--- src/rtl/sig_approx_pkg.sv ---
package sig_approx_pkg;

  // Strobes from the control to the datapath: one load per stage.
  typedef struct packed {
    logic ld1;
    logic ld2;
    logic ld3;
    logic ld4;
    logic ld5;
  } stageLd_t;

  localparam int NUM_BP = 3;
  localparam int NUM_STAGES = 5;

  // Segment boundaries on |x|: 1.0, 2.375 and 5.0.
  function automatic int bpOf(input int idx, input int frac);
    case (idx)
      0:       return 1 << frac;
      1:       return (19 << frac) >> 3;
      default: return 5 << frac;
    endcase
  endfunction

  // Right-shift amount of each segment (slope is 2^-shift).
  function automatic int shOf(input int idx);
    case (idx)
      0:       return 2;
      1:       return 3;
      default: return 5;
    endcase
  endfunction

  // Offsets 0.5, 0.625 and 0.84375.
  function automatic int offOf(input int idx, input int frac);
    case (idx)
      0:       return (1 << frac) >> 1;
      1:       return (5 << frac) >> 3;
      default: return (27 << frac) >> 5;
    endcase
  endfunction

endpackage

--- src/rtl/sig_approx_ctrl.sv ---
module sig_approx_ctrl
  import sig_approx_pkg::*;
(
  input  logic     clk,
  input  logic     rstN,
  input  logic     inValid,
  output stageLd_t ld,
  output logic     outValid
);

  localparam int CNT_W = $clog2(NUM_STAGES + 1);

  logic [NUM_STAGES-1:0] vPipe;

  always_ff @(posedge clk or negedge rstN) begin
    if (!rstN) vPipe <= '0;
    else       vPipe <= {vPipe[NUM_STAGES-2:0], inValid};
  end

  always_comb begin
    ld.ld1 = inValid;
    ld.ld2 = vPipe[0];
    ld.ld3 = vPipe[1];
    ld.ld4 = vPipe[2];
    ld.ld5 = vPipe[3];
  end

  assign outValid = vPipe[NUM_STAGES-1];

  // Cycles since reset, saturating, so the latency check never looks before reset.
  logic [CNT_W-1:0] sinceRst;
  always_ff @(posedge clk or negedge rstN) begin
    if (!rstN) sinceRst <= '0;
    else if (sinceRst != CNT_W'(NUM_STAGES)) sinceRst <= sinceRst + 1'b1;
  end


  latency_chk: assert property (@(posedge clk) disable iff (!rstN)
    (sinceRst == CNT_W'(NUM_STAGES)) |-> (outValid == $past(inValid, 5)));

endmodule

--- src/rtl/sig_approx_dp.sv ---
module sig_approx_dp
  import sig_approx_pkg::*;
#(
  parameter int DATA_W = 16,
  parameter int FRAC_W = 8
) (
  input  logic              clk,
  input  logic              rstN,
  input  stageLd_t          ld,
  input  logic [DATA_W-1:0] inData,
  output logic [DATA_W-1:0] outData
);

  localparam int SEG_W = $clog2(NUM_BP + 1);
  localparam logic [FRAC_W-1:0] MAXV = '1;
  localparam logic [FRAC_W:0] ONE = (FRAC_W+1)'(1 << FRAC_W);
  localparam logic [DATA_W-1:0] BP_SAT = DATA_W'(bpOf(NUM_BP - 1, FRAC_W));
  localparam logic [DATA_W-1:0] BP_ONE = DATA_W'(bpOf(0, FRAC_W));

  // Stage 1: capture
  logic [DATA_W-1:0] xS1;
  always_ff @(posedge clk or negedge rstN) begin
    if (!rstN)       xS1 <= '0;
    else if (ld.ld1) xS1 <= inData;
  end

  // Stage 2: magnitude and sign
  logic [DATA_W-1:0] magS2;
  logic              negS2;
  always_ff @(posedge clk or negedge rstN) begin
    if (!rstN) begin
      magS2 <= '0;
      negS2 <= 1'b0;
    end else if (ld.ld2) begin
      magS2 <= xS1[DATA_W-1] ? (~xS1 + DATA_W'(1)) : xS1;
      negS2 <= xS1[DATA_W-1];
    end
  end

  // Stage 3: segment index = number of boundaries at or below |x|
  logic [NUM_BP-1:0] aboveBp;
  for (genvar gi = 0; gi < NUM_BP; gi++) begin : g_bp
    assign aboveBp[gi] = (magS2 >= DATA_W'(bpOf(gi, FRAC_W)));
  end

  logic [SEG_W-1:0] segNext;
  always_comb begin
    segNext = '0;
    for (int i = 0; i < NUM_BP; i++) segNext = segNext + SEG_W'(aboveBp[i]);
  end

  logic [SEG_W-1:0]  segS3;
  logic [DATA_W-1:0] magS3;
  logic              negS3;
  always_ff @(posedge clk or negedge rstN) begin
    if (!rstN) begin
      segS3 <= '0;
      magS3 <= '0;
      negS3 <= 1'b0;
    end else if (ld.ld3) begin
      segS3 <= segNext;
      magS3 <= magS2;
      negS3 <= negS2;
    end
  end

  // Stage 4: shift, add offset, saturate
  logic [FRAC_W-1:0] posNext;
  always_comb begin
    int sumI;
    sumI = 0;
    posNext = MAXV;
    for (int i = 0; i < NUM_BP; i++) begin
      if (int'(segS3) == i) begin
        sumI = offOf(i, FRAC_W) + int'(magS3 >> shOf(i));
        posNext = (sumI > int'(MAXV)) ? MAXV : FRAC_W'(sumI);
      end
    end
  end

  logic [FRAC_W-1:0] posS4;
  logic              negS4;
  always_ff @(posedge clk or negedge rstN) begin
    if (!rstN) begin
      posS4 <= '0;
      negS4 <= 1'b0;
    end else if (ld.ld4) begin
      posS4 <= posNext;
      negS4 <= negS3;
    end
  end

  // Stage 5: mirror for negative inputs
  logic [FRAC_W:0] mirNext;
  assign mirNext = negS4 ? (ONE - {1'b0, posS4}) : {1'b0, posS4};

  always_ff @(posedge clk or negedge rstN) begin
    if (!rstN)       outData <= '0;
    else if (ld.ld5) outData <= {{(DATA_W-FRAC_W-1){1'b0}}, mirNext};
  end


  sat_seg_chk: assert property (@(posedge clk) disable iff (!rstN)
    (ld.ld4 && magS3 >= BP_SAT) |=> (posS4 == MAXV));


  mid_seg_chk: assert property (@(posedge clk) disable iff (!rstN)
    (ld.ld4 && magS3 < BP_ONE) |=>
      (posS4 >= FRAC_W'(1 << (FRAC_W - 1)) && posS4 < FRAC_W'(3 << (FRAC_W - 2))));

endmodule

--- src/rtl/sig_approx.sv ---
module sig_approx
  import sig_approx_pkg::*;
#(
  parameter int DATA_W = 16,
  parameter int FRAC_W = 8
) (
  input  logic              clk,
  input  logic              rstN,
  input  logic              inValid,
  input  logic [DATA_W-1:0] inData,
  output logic              outValid,
  output logic [DATA_W-1:0] outData
);

  stageLd_t ld;

  sig_approx_ctrl u_ctrl (
    .clk      (clk),
    .rstN     (rstN),
    .inValid  (inValid),
    .ld       (ld),
    .outValid (outValid)
  );

  sig_approx_dp #(.DATA_W(DATA_W), .FRAC_W(FRAC_W)) u_dp (
    .clk     (clk),
    .rstN    (rstN),
    .ld      (ld),
    .inData  (inData),
    .outData (outData)
  );


  range_chk: assert property (@(posedge clk) disable iff (!rstN)
    outValid |-> (outData < DATA_W'(1 << FRAC_W)));


  hold_chk: assert property (@(posedge clk) disable iff (!rstN)
    !outValid |-> $stable(outData));

endmodule

--- config.mk ---
export PLATFORM = sky130hd
export DESIGN_NAME = sig_approx
export DESIGN_NICKNAME = d
export VERILOG_FILES = /design/src/rtl/sig_approx_pkg.sv /design/src/rtl/sig_approx_ctrl.sv /design/src/rtl/sig_approx_dp.sv /design/src/rtl/sig_approx.sv
export SDC_FILE = /design/constraint.sdc
export NUM_CORES = 1
export LEC_CHECK = 0
export ABC_AREA = 1
export CAP_MARGIN = 10
export CORE_ASPECT_RATIO = 2
export CORE_UTILIZATION = 52
export CTS_CLUSTER_DIAMETER = 150
export CTS_CLUSTER_SIZE = 12
export DETAILED_ROUTE_END_ITERATION = 8
export GPL_TIMING_DRIVEN = 0
export PLACE_DENSITY_LB_ADDON = 0.25
export RECOVER_POWER = 25
export SLEW_MARGIN = 10
export SYNTH_ARGS = -nofsm -noshare
export SYNTH_HDL_FRONTEND = slang
export SYNTH_SLANG_ARGS = --single-unit
--- constraint.sdc ---
create_clock -name clk -period 3.4 [get_ports clk]
set_clock_uncertainty 0.1 [all_clocks]
set_input_delay 0.51 -clock clk [delete_from_list [all_inputs] [get_ports clk]]
set_output_delay 0.51 -clock clk [all_outputs]
set_load 0.1 [all_outputs]
==> run summary <==
The run finished with clean final reports. The number of gates resized after cts is 0. The standard cell with the maximum stage delay on the critical path is sky130_fd_sc_hd__clkdlybuf4s50_1. The share of synthesized flip-flops with an asynchronous set or reset came out at 100%. The proportion of netlist area held by the largest area contributor came out at 47.4%. The deepest clock path buffer count came out at 2. The clock power share is 37.1%.

TritonCTS built the clock tree. In the synthesized netlist the dominant register cell turns out to be sky130_fd_sc_hd__dfrtp_1. The die outline area is 7570 um2. STA classifies the critical path endpoint as an output port. The number of I/O pins came out at 36. The starting utilization of the core area came out at 54.0%. The number of search-and-repair iterations in the first detailed-routing pass is 4. The final critical path takes up 71.5% of the cycle. The via count came out at 3176. The number of max-cap violations came out at 0. The startpoint identified for the worst hold timing path is u_ctrl.vPipe[1]. The worst path setup slack after routing is 0.968 ns. The worst slew margin relative to its limit is 18.6%. The final-layout worst hold slack is 0.278 ns. In the final design database the tool counted 551 nets. Setup repair after global routing left no endpoint under its margin. The critical path buffer and inverter count came out at 1. The transition time of the tightest slew-check pin came out at 1.22 ns. The number of pins with negative max-slew slack in the final report came to 0. The worst setup path is launched from a register. The cell count after synthesis came out at 475. The cell sitting at the root of the clock tree is a sky130_fd_sc_hd__clkbuf_16. The internal cell power came out at 0.00182 W. At the end of routability-driven placement, the weighted congestion stood at 0.895. The total clock buffers created by CTS came out at 9. The power per standard cell area came out at 605 nW/um2. Each instance of the synthesized netlist takes up on average 7.88 um2. The share of cells above drive strength 1 came out at 8.73%. The count of yosys warnings during synthesis is 0.

The clock latency reported for the late side of the worst-skew pair is 0.34 ns. Timing analysis after detailed placement gives a worst setup slack of 1.32 ns. The post-route core utilization is 65.1%. The cell type with the largest total area after synthesis is sky130_fd_sc_hd__dfrtp_1. The clock net sink count is 71. The commonest cells after synthesis are 136 x sky130_fd_sc_hd__nand2_1, 71 x sky130_fd_sc_hd__dfrtp_1, 46 x sky130_fd_sc_hd__o21ai_0. The die extent in y came out at 122 um. The number of placement rows came out at 43.

The total overflow left after global routing is 0. The number of unique standard cell types used by synthesis is 32. Ranked by total cell area, the synthesized netlist is headed by sky130_fd_sc_hd__dfrtp_1 47%, sky130_fd_sc_hd__nand2_1 14%, sky130_fd_sc_hd__o21ai_0 6.1%.

Once detailed placement completed, the half-perimeter wirelength came to 6.38 mm. The overall global routing resource usage is 25.9%. The DRC violation count after routing came out at 0. The setup TNS is 0 ns. The number of endpoints with negative hold slack in the final report came out at 0.

Yosys instantiated no cell more often than sky130_fd_sc_hd__nand2_1. The via count normalized by instance count came out at 5.15. The post-route minimum period is 2.43 ns. In this run, the number of DRC markers left after iteration 0 of detailed routing was 101.

The number of antenna violations at the first check in global routing is 0. After routing the design area is 4520 um2. For this design the total switching power over the nets is 0.000918 W. The critical path is of the register to output port type. In this run the worst setup path begins at u_dp.outData[7]. For this run, the top clock speed supported by timing is 0.411 GHz. The width of the die is 62.0 um. The routed wire length came out at 8.44 mm. The maximum fanout encountered on the critical timing path came out at 2. The number of antenna diodes is 0. The critical path goes through clkdlybuf4s50_1. The critical path data arrival time is 1.82 ns. The count of buffers inserted at the top-level ports is 28.

After detailed placement, the total cell area comes to 4190 um2. In this run the critical register-to-register path is launched from u_dp.magS3[9]. The number of nets with antenna violations after routing came out at 0. In this design, the largest share of critical-path delay is due to buffers and inverters.

The switching fraction of total power came out at 33.6%. The post-CTS clock slew at the launch and capture registers of the worst setup and hold paths came out at 0.05 ns. Summing the sequential cell areas from Yosys gives 47.4% of the chip area. The area of the placeable core is 6940 um2.

The relative area change from synthesis to final layout is 20.6%. The count of flip-flops with a built-in enable after synthesis is 0. The routed length per placed instance came out at 13.7 um. The H-tree level count came out at 3. The via count of the first global-routing pass came to 3208.

Setup violations remaining at the end of the flow were counted as 0. The tightest min-delay check is of the register to register type. The post-synth design cell area is 3740 um2. The maximum vdd ir drop came out at 0.410 mV. The sequential fraction of design power came out at 38.1%. The leakage power summed over all cells is 2.18 nW. The pin count of the biggest net entering global routing is 52.

The layout has 598 filler cells. The first global-routing pass estimated 14.0 mm of wire. The synthesized design contains 71 register bits. Data on the critical path is required at its endpoint by 2.79 ns. The delay of the slowest cell on the worst path is 1.13 ns.

Combinational cells account for 24.8% of the total power.
-- state kept, by name (all words and copies together) (netlist names) --
name / flops
u_dp.negS3: 1
u_dp.magS3: 14
u_dp.posS4: 8
u_dp.magS2: 14
u_ctrl.vPipe: 5
u_dp.negS4: 1
u_dp.xS1: 16
u_dp.negS2: 1
u_dp.outData: 9
u_dp.segS3: 2
-- kinds of logic (layout without fill, tap and decap cells) --
kind of cell | Yosys count | after routing | synth area share, %
AOI/OAI and AO/OA | 67 | 67 | 10.2
buffers and inverters | 73 | 119 | 8.15
other | 1 | 7 | 0.100
adders and majority gates | 10 | 10 | 3.54
DFF | 71 | 71 | 47.4
muxes | 2 | 2 | 0.601
xor gates and xnor gates | 11 | 11 | 2.57
and+or+nand+nor | 240 | 240 | 27.4
-- placed cells by master (no fill, tap or decap), types with 2 or more instances in the layout --
cell type and n:
sky130_fd_sc_hd__nand2_1 136, sky130_fd_sc_hd__dfrtp_1 71, sky130_fd_sc_hd__o21ai_0 46, sky130_fd_sc_hd__inv_1 44, sky130_fd_sc_hd__nand3_1 40, sky130_fd_sc_hd__nor2_1 37, sky130_fd_sc_hd__clkdlybuf4s50_1 26, sky130_fd_sc_hd__nand4_1 16
sky130_fd_sc_hd__clkbuf_1 14, sky130_fd_sc_hd__xor2_1 10, sky130_fd_sc_hd__ha_1 9, sky130_fd_sc_hd__clkbuf_16 9, sky130_fd_sc_hd__o21ai_1 8, sky130_fd_sc_hd__buf_4 7, sky130_fd_sc_hd__conb_1 7, sky130_fd_sc_hd__inv_2 6
sky130_fd_sc_hd__clkbuf_8 5, sky130_fd_sc_hd__nand2_2 4, sky130_fd_sc_hd__a21oi_1 3, sky130_fd_sc_hd__o31ai_1 3, sky130_fd_sc_hd__nor2_4 2, sky130_fd_sc_hd__buf_2 2, sky130_fd_sc_hd__nor3_1 2, sky130_fd_sc_hd__mux2_2 2
sky130_fd_sc_hd__nor2_2 2, sky130_fd_sc_hd__o21ai_4 2, sky130_fd_sc_hd__dlygate4sd3_1 2
-- per-stage QoR --
step | cells | power [W]
after floorplan | 481 | 0.00154
after global placement | 599 | 0.00171
after detailed placement | 600 | 0.00173
after CTS | 617 | 0.00274
after global routing | 617 | 0.00286
final | 617 | 0.00273
-- final timing paths --
check,cells after the start,endpoint,slack (ns)
min in group asynchronous,2,u_dp.posS4[0],0.84
worst min register to register,0,u_ctrl.vPipe[2],0.28
worst max-delay path,1,outData[7],0.97
worst min-delay path,0,u_ctrl.vPipe[2],0.28
worst max register to register,8,u_dp.posS4[4],1.39
max in group asynchronous,3,u_ctrl.vPipe[1],1.52
-- timing repair --
action | CTS | global route
setup endpoints to repair | 0 | 0
hold buffers | 1 | 0
buffers inserted | 0 | 0
endpoints found under the hold margin | 20 | 0
-- power by group through the flow --
stage	logic (W)	clock network [W]	registers (W)
2_1_floorplan	0.000354	0	0.00119
3_3_place_gp	0.000657	0	0.00105
5_1_grt	0.000749	0.00105	0.00106
6_report	0.000677	0.00101	0.00104
4_1_cts	0.000681	0.00102	0.00104
3_5_place_dp	0.000675	0	0.00106
-- area by class of cell --
class | instances | area (um2) | area share, %
clock inverters | 2 | 35.0 | 0.775
inverters | 51 | 191 | 4.24
well taps | 90 | 113 | 2.49
clock buffers | 14 | 294 | 6.51
flip-flops and latches | 71 | 1780 | 39.3
multi-input cells | 337 | 1690 | 37.3
plain buffers | 22 | 111 | 2.46
repair buffers | 30 | 312 | 6.90
-- per-layer routing --
metal  global-route usage, %  routed length [um]  vias up
met5                       0                   0        -
met4                    16.9                 384        0
met3                    5.31                 192       26
met2                    49.7                5080       69
met1                    21.4                2790     1475
li1                        -                   -     1606
(Power assumes the default switching activity.)
